===== src/rtl/spif_pkg.sv =====
// Shared types of the SPI flash command filter: allow-list entry layout,
// address length codes and the per-frame decision state.
package spif_pkg;

    localparam int OPC_W = 8;

    // Address length code kept in each allow-list entry.
    typedef enum logic [1:0] {
        ALEN_NONE = 2'd0,
        ALEN_3B   = 2'd1,
        ALEN_4B   = 2'd2,
        ALEN_RSVD = 2'd3
    } alen_e;

    // One allow-list entry: {direction, address length, opcode}.
    typedef struct packed {
        logic             wr;
        alen_e            alen;
        logic [OPC_W-1:0] opc;
    } allow_ent_t;

    // Decision state of the frame in progress.
    typedef enum logic [1:0] {
        ST_OPC   = 2'd0,
        ST_ADDR  = 2'd1,
        ST_PASS  = 2'd2,
        ST_BLOCK = 2'd3
    } frame_st_e;

endpackage


===== src/rtl/spif_frame_decoder.sv =====
// Serial frame decoder. Finds rising SCLK edges by comparing SCLK with its
// value one clock earlier, shifts MOSI in on each edge and counts the bits
// of the current frame. Assumes host_csn, sclk and mosi are already
// synchronous to clk and that SCLK is at most a quarter of clk.
module spif_frame_decoder #(
    parameter int SH_W   = 32,
    parameter int BCNT_W = 6
) (
    input  logic              clk,
    input  logic              rst_n,
    input  logic              csn,
    input  logic              sclk,
    input  logic              mosi,
    output logic              bit_vld,
    output logic [BCNT_W-1:0] bit_cnt,
    output logic [SH_W-1:0]   shreg
);

    logic sclk_q;

    // Edge detect, shift, and frame bit count (restarted while csn is high).
    always_ff @(posedge clk) begin
        if (!rst_n) begin
            sclk_q  <= 1'b0;
            bit_vld <= 1'b0;
            bit_cnt <= '0;
            shreg   <= '0;
        end else begin
            sclk_q  <= sclk;
            bit_vld <= 1'b0;
            if (csn) begin
                bit_cnt <= '0;
            end else if (sclk && !sclk_q) begin
                shreg   <= {shreg[SH_W-2:0], mosi};
                bit_vld <= 1'b1;
                if (bit_cnt != '1) begin
                    bit_cnt <= bit_cnt + 1'b1;
                end
            end
        end
    end


    restart_chk: assert property (@(posedge clk) disable iff (!rst_n)
        csn |=> (bit_cnt == '0 && !bit_vld));

endmodule


===== src/rtl/spif_allow_table.sv =====
// Opcode allow-list. Holds DEPTH entries and compares the opcode with all
// of them in parallel. Only entries below `used` take part, and the lowest
// matching index supplies the attributes.
module spif_allow_table import spif_pkg::*; #(
    parameter  int DEPTH = 32,
    localparam int IDX_W = $clog2(DEPTH)
) (
    input  logic             clk,
    input  logic             rst_n,
    input  logic             we,
    input  logic [IDX_W-1:0] widx,
    input  allow_ent_t       wdata,
    input  logic [IDX_W:0]   used,
    input  logic [OPC_W-1:0] opc,
    output logic             hit,
    output allow_ent_t       ent
);

    allow_ent_t       ents_q [DEPTH];
    logic [DEPTH-1:0] match;

    // Entry storage, written one entry at a time.
    always_ff @(posedge clk) begin
        if (!rst_n) begin
            for (int i = 0; i < DEPTH; i++) begin
                ents_q[i] <= '0;
            end
        end else if (we) begin
            ents_q[widx] <= wdata;
        end
    end

    for (genvar g = 0; g < DEPTH; g++) begin : g_cmp
        assign match[g] = ((IDX_W+1)'(g) < used) && (ents_q[g].opc == opc);
    end

    // Priority select: the lowest matching index wins.
    always_comb begin
        hit = |match;
        ent = '0;
        for (int i = DEPTH - 1; i >= 0; i--) begin
            if (match[i]) begin
                ent = ents_q[i];
            end
        end
    end

endmodule


===== src/rtl/spif_status.sv =====
// Refusal bookkeeping: a saturating event counter and a sticky flag. Both
// are cleared by the soft reset, which takes priority over a new event.
module spif_status #(
    parameter int CNT_W = 16
) (
    input  logic             clk,
    input  logic             rst_n,
    input  logic             clr,
    input  logic             inc,
    output logic [CNT_W-1:0] cnt,
    output logic             seen
);

    // Count refusals without wrapping and remember that one happened.
    always_ff @(posedge clk) begin
        if (!rst_n) begin
            cnt  <= '0;
            seen <= 1'b0;
        end else if (clr) begin
            cnt  <= '0;
            seen <= 1'b0;
        end else if (inc) begin
            seen <= 1'b1;
            if (cnt != '1) begin
                cnt <= cnt + 1'b1;
            end
        end
    end


    no_wrap_chk: assert property (@(posedge clk) disable iff (!rst_n)
        (cnt == '1 && !clr) |=> cnt == '1);


    sticky_chk: assert property (@(posedge clk) disable iff (!rst_n)
        (cnt != '0) |-> seen);


    idle_hold_chk: assert property (@(posedge clk) disable iff (!rst_n)
        (!clr && !inc) |=> $stable(cnt));


    clear_chk: assert property (@(posedge clk) disable iff (!rst_n)
        clr |=> (cnt == '0 && !seen));

endmodule


===== src/rtl/spi_flash_cmd_filter.sv =====
// Inline SPI flash command filter (top). It passes the host SPI lines to
// the flash and decides once per frame whether to pass or refuse it. The
// opcode decision is made two clocks after the eighth rising SCLK edge.
// The address decision is made in the clock after the last address bit,
// using a privilege port that answers in that same clock. A refused frame
// has its flash chip-select held high until the host ends the frame.
module spi_flash_cmd_filter import spif_pkg::*; #(
    parameter  int TBL_DEPTH  = 32,
    parameter  int CNT_W      = 16,
    parameter  int SPACE_LOG2 = 28,
    parameter  int GRAN_LOG2  = 14,
    localparam int TBL_IDX_W  = $clog2(TBL_DEPTH),
    localparam int BLK_W      = SPACE_LOG2 - GRAN_LOG2,
    localparam int ENT_W      = $bits(allow_ent_t)
) (
    input  logic                 clk,
    input  logic                 rst_n,
    input  logic                 host_csn,
    input  logic                 host_sclk,
    input  logic                 host_mosi,
    output logic                 flash_csn,
    output logic                 flash_sclk,
    output logic                 flash_mosi,
    input  logic                 ctl_we,
    input  logic [15:0]          ctl_wdata,
    output logic [15:0]          ctl_q,
    input  logic                 tbl_we,
    input  logic [TBL_IDX_W-1:0] tbl_idx,
    input  logic [ENT_W-1:0]     tbl_wdata,
    input  logic [TBL_IDX_W:0]   tbl_count,
    output logic                 priv_req,
    output logic                 priv_wr,
    output logic [BLK_W-1:0]     priv_blk,
    input  logic                 priv_grant,
    output logic [CNT_W-1:0]     blk_count,
    output logic                 blk_seen
);

    localparam int          ADDR_W   = 32;
    localparam int          BCNT_W   = 6;
    localparam int          BITS_3B  = OPC_W + 24;
    localparam int          BITS_4B  = OPC_W + 32;
    localparam logic [15:0] CTL_MASK = 16'h8003;

    logic              bit_vld;
    logic [BCNT_W-1:0] bit_cnt;
    logic [ADDR_W-1:0] shreg;
    logic              tbl_hit;
    allow_ent_t        tbl_ent;
    frame_st_e         state_q, state_d;
    logic              is4_q, wr_q;
    logic              enforce, op_done, addr_done, in_range, blk_ev;
    logic [ADDR_W-1:0] addr;
    logic              unused_lo;

    assign flash_sclk = host_sclk;
    assign flash_mosi = host_mosi;
    assign flash_csn  = host_csn | (state_q == ST_BLOCK);

    spif_frame_decoder #(
        .SH_W   (ADDR_W),
        .BCNT_W (BCNT_W)
    ) u_dec (
        .clk     (clk),
        .rst_n   (rst_n),
        .csn     (host_csn),
        .sclk    (host_sclk),
        .mosi    (host_mosi),
        .bit_vld (bit_vld),
        .bit_cnt (bit_cnt),
        .shreg   (shreg)
    );

    spif_allow_table #(
        .DEPTH (TBL_DEPTH)
    ) u_tbl (
        .clk   (clk),
        .rst_n (rst_n),
        .we    (tbl_we),
        .widx  (tbl_idx),
        .wdata (allow_ent_t'(tbl_wdata)),
        .used  (tbl_count),
        .opc   (shreg[OPC_W-1:0]),
        .hit   (tbl_hit),
        .ent   (tbl_ent)
    );

    spif_status #(
        .CNT_W (CNT_W)
    ) u_sts (
        .clk   (clk),
        .rst_n (rst_n),
        .clr   (ctl_q[15]),
        .inc   (blk_ev),
        .cnt   (blk_count),
        .seen  (blk_seen)
    );

    // Control word: passthrough bits kept, soft-reset bit lasts one clock.
    always_ff @(posedge clk) begin
        if (!rst_n) begin
            ctl_q <= '0;
        end else if (ctl_we) begin
            ctl_q <= ctl_wdata & CTL_MASK;
        end else begin
            ctl_q[15] <= 1'b0;
        end
    end

    assign enforce   = (ctl_q[1:0] == 2'b00);
    assign op_done   = bit_vld && (state_q == ST_OPC) && (bit_cnt == BCNT_W'(OPC_W));
    assign addr_done = bit_vld && (state_q == ST_ADDR) &&
                       (bit_cnt == (is4_q ? BCNT_W'(BITS_4B) : BCNT_W'(BITS_3B)));
    assign addr      = is4_q ? shreg : {8'h00, shreg[23:0]};
    assign in_range  = (addr[ADDR_W-1:SPACE_LOG2] == '0);
    assign priv_blk  = addr[SPACE_LOG2-1:GRAN_LOG2];
    assign priv_wr   = wr_q;
    assign priv_req  = addr_done && in_range && enforce;
    assign unused_lo = ^addr[GRAN_LOG2-1:0];

    // Next decision state and the refusal event of this clock.
    always_comb begin
        state_d = state_q;
        blk_ev  = 1'b0;
        if (host_csn) begin
            state_d = ST_OPC;
        end else if (op_done) begin
            if (!enforce) begin
                state_d = ST_PASS;
            end else if (!tbl_hit) begin
                state_d = ST_BLOCK;
                blk_ev  = 1'b1;
            end else if (tbl_ent.alen == ALEN_3B || tbl_ent.alen == ALEN_4B) begin
                state_d = ST_ADDR;
            end else begin
                state_d = ST_PASS;
            end
        end else if (addr_done) begin
            if (!enforce) begin
                state_d = ST_PASS;
            end else if (!in_range || !priv_grant) begin
                state_d = ST_BLOCK;
                blk_ev  = 1'b1;
            end else begin
                state_d = ST_PASS;
            end
        end
    end

    // Frame state and opcode attributes latched at the opcode decision.
    always_ff @(posedge clk) begin
        if (!rst_n) begin
            state_q <= ST_OPC;
            is4_q   <= 1'b0;
            wr_q    <= 1'b0;
        end else begin
            state_q <= state_d;
            if (op_done) begin
                is4_q <= (tbl_ent.alen == ALEN_4B);
                wr_q  <= tbl_ent.wr;
            end
        end
    end


    block_hold_chk: assert property (@(posedge clk) disable iff (!rst_n)
        (state_q == ST_BLOCK && !host_csn) |=> flash_csn);


    pass_no_block_chk: assert property (@(posedge clk) disable iff (!rst_n)
        (ctl_q[1:0] != 2'b00 && !ctl_we && state_q != ST_BLOCK) |=> state_q != ST_BLOCK);


    one_query_chk: assert property (@(posedge clk) disable iff (!rst_n)
        priv_req |=> !priv_req);


    srst_pulse_chk: assert property (@(posedge clk) disable iff (!rst_n)
        (ctl_q[15] && !ctl_we) |=> !ctl_q[15]);

endmodule


===== config.mk =====
export PLATFORM = sky130hd
export DESIGN_NAME = spi_flash_cmd_filter
export DESIGN_NICKNAME = d
export VERILOG_FILES = /design/src/rtl/spif_pkg.sv /design/src/rtl/spif_frame_decoder.sv /design/src/rtl/spif_allow_table.sv /design/src/rtl/spif_status.sv /design/src/rtl/spi_flash_cmd_filter.sv
export SDC_FILE = /design/constraint.sdc
export NUM_CORES = 1
export LEC_CHECK = 0
export BUFFER_PORTS_ARGS = -buffer_cell sky130_fd_sc_hd__buf_2
export CAP_MARGIN = 30
export CORE_MARGIN = 3
export CORE_UTILIZATION = 30
export CTS_CLUSTER_DIAMETER = 120
export DETAILED_ROUTE_END_ITERATION = 6
export GPL_ROUTABILITY_DRIVEN = 0
export PLACE_DENSITY_LB_ADDON = 0.1
export SLEW_MARGIN = 10
export SYNTH_ARGS = -nofsm -noshare
export SYNTH_HDL_FRONTEND = slang
export SYNTH_SLANG_ARGS = --single-unit

===== constraint.sdc =====
create_clock -name clk -period 3.7 [get_ports clk]
set_input_delay 0 -clock clk [delete_from_list [all_inputs] [get_ports clk]]
set_output_delay 0 -clock clk [all_outputs]
set_load 0.02 [all_outputs]

==> metrics.cfg <==
[power]
p_clk_frac=0.441
switchingPower_mw=2.59
p_sw_frac=0.237
p_seq_frac=0.492
power.internal_mw=8.36
p_leak_nw=8.98
power.density_mw_per_mm2=435
total_power_mw=10.9
ir_drop_uv=305
combPwrFrac=0.068

[yosys]
netlist_top_cells_count=and2_1 (362), edfxtp_1 (352), xnor2_1 (173), nand2_1 (126), nor2_1 (108)
synth_xor_area_frac=0.109
synth.avg_cell_area_um2=11.0
netlist_area_mm2=0.0215
ys_types=71
synth_fa_ha_area_frac=0.00233
async_flop_share=0
ys_warn_count=0
yosys.cell_count.top_type=and2_1
ys_ff_latch=416
yosysTopAreaCellShare=0.492
syn_inst=1957
synth-compound-area-share=0.0588
synthMuxAreaShare=0.00343
synth_top_family_by_area=simple AND/OR/NAND/NOR gates
yosys.area_share.simple=0.230
synth_edf_count=352
ys_top_cells_by_area=edfxtp_1 (49%), and2_1 (11%), xnor2_1 (7.1%)
yosysTopAreaCell=edfxtp_1
yosysSeqAreaShare=0.551
synth-main-ff-cell=edfxtp_1

[drt]
dr.pass1.iters=4
wl_per_cell_um=22.6
vias=14800
routed_wl_mm=69.1
ant_nets=0
drt_iter0_markers=908
vias_per_cell=4.83
drc=0

[timing]
slew_headroom=0.347
fmax_mhz=285
min_period_over_period=0.947
min_period_ps=3510
fin_ws_ps=195
clock_skew_ps=23.6
rsz0062_at_grt=false
hold_ws_ps=14.0
tns_ps=0
max_slew.worst_pin.slew_ps=979
hold_viol_final=0
setup_violations=0
drv_slew=0

[setup_path]
critical_path_class=reg -> reg
cp-end-kind=register
r2r_slack_ps=190
worstRegToRegCells=15
crit_fanout=14
timing.rr.start=u_dec.shreg[0]
cp_data_arrival_time_ps=4030
rr_endpoint=state_q[0]
crit_required_ps=4230
start_kind=register

[floorplan]
die_y_um=274
initial_core_util=0.305
dieArea_mm2=0.0749
io_pins=98
num_rows=97
core_area_mm2=0.0705
die_w_um=274

[cts]
ctsLongestPathBuffers=3
clk_pin_slew_ps=60
cts_setup_buffers=0
cts.sinks=416
cts_tree=yes
clk-insertion-delay-late_ps=600
root_buffer=clkbuf_16
cts_made_buffers=51
cts-htree-levels=2

[min_path]
hp-class=in -> reg
hp-start=tbl_wdata[2]
holdPathStages=2
hold_end=u_tbl.ents_q[14][2]

[grt]
grt_max_degree=52
grt_pass1_vias=15000
grt_usage=0.185
grt_pass1_wl_mm=101
antenna_found_initial=2
grt.overflow.total=0

[placement]
place_area_mm2=0.0234
placed_cells=2947
pre_cts_ws_ps=122
numPortBuffers=71
dp_hpwl_mm=46.4

[layout]
drive_above_1_share=0.147
fill_cells=7016
layout.nets=2126
syn2layout_area_growth_pct=17.2
multi_input_area_mm2=0.00875
finish.utilization=0.357
regArea_mm2=0.0119
final_area_mm2=0.0252
n_antenna_cell=0
finalNonFillerCells=3057

[status]
status=complete, no violations

[flow_run]
maxCapViolCount=0

-- sequential cells by signal, summed over array words and instances (netlist names) --
signal and cells:
u_tbl.ents_q 352, u_dec.shreg 32, u_sts.cnt 16, u_dec.bit_cnt 6, ctl_q 3, state_q 2, is4_q 1, priv_wr 1
u_dec.bit_vld 1, u_dec.sclk_q 1, u_sts.seen 1
-- placed cells by master, fill, tap and decap left out, types with 6 or more instances in the layout --
master           n
a211oi_1         8
a21boi_0        32
a21oi_1         29
a31oi_1          7
and2_1         362
and3_1          10
and4_1           6
buf_12          17
buf_2           71
buf_4          117
clkbuf_1        14
clkbuf_16       51
clkinv_1        11
clkinv_2         9
conb_1          13
dfxtp_1         56
dfxtp_2          8
dlygate4sd3_1   15
edfxtp_1       352
inv_1           25
nand2_1        126
nand2b_1        16
nand3_1         44
nand3b_1         6
nand4_1         62
nor2_1         107
nor2b_1         15
nor3_1          38
nor4_1          40
o211ai_1         6
o21ai_0         59
or3_1           16
or4_1            7
xnor2_1        173
xor2_1          95
-- power groups by stage --
stage | sequential, mW | clock, mW | combinational (mW)
finish | 5.38 | 4.82 | 0.739
global placement | 5.48 | 0 | 0.715
global route | 5.40 | 5.17 | 0.800
CTS | 5.39 | 4.97 | 0.747
floorplan | 5.46 | 0 | 0.420
detailed placement | 5.48 | 0 | 0.732
-- routing by layer --
layer  vias up  routed length (µm)  track usage
li1       7015                   -            -
met1      7357               32000        0.252
met2       318               32600        0.307
met3        87                2980       0.0250
met4         0                1500       0.0487
met5         -                   0            0
-- cell type report --
cell class	count	share of cell area
clock buffers	65	0.0528
repair buffers	220	0.0685
flip-flops and latches	416	0.471
inverters	25	0.00373
well taps	940	0.0467
multi-input cells	1362	0.347
clock inverters	29	0.00989
-- cell families after synthesis --
logic type,count (synthesis)
AO/OA/AOI/OAI,189
AND/OR/NAND/NOR,881
other,1
XOR/XNOR,268
adder cells (fa/ha/maj),4
multiplexers,7
flip-flops,416
buffers and inverters,191
-- worst max-delay path by stage --
stage                   startpoint         end  slack [ps]  depth (start not counted)
CTS                 u_dec.shreg[6]  state_q[1]         100                         14
global route        u_dec.shreg[3]  state_q[0]          20                         15
floorplan           u_dec.shreg[5]  state_q[1]         670                         15
detailed placement  u_dec.shreg[6]  state_q[1]         120                         14
finish              u_dec.shreg[0]  state_q[0]         190                         15
global placement    u_dec.shreg[6]  state_q[1]         140                         14
-- worst max-delay path: stages, from the launching register on --
cell and delay (ps):
dfxtp_2 460, buf_12 240, xor2_1 100, nor4_1 450, and3_1 300, buf_4 140
a211o_1 130, a31oi_1 70, buf_4 170, o21ai_0 400, nor3_1 110, nor3_1 260
ha_1 330, nand2_1 80, nand2_1 50, a31oi_1 140
-- what timing repair did --
action,CTS,global route
resized for setup,0,2
endpoints found under the setup margin,0,2
hold endpoints to repair,46,8
hold buffers,14,1
(Power assumes the default switching activity.)
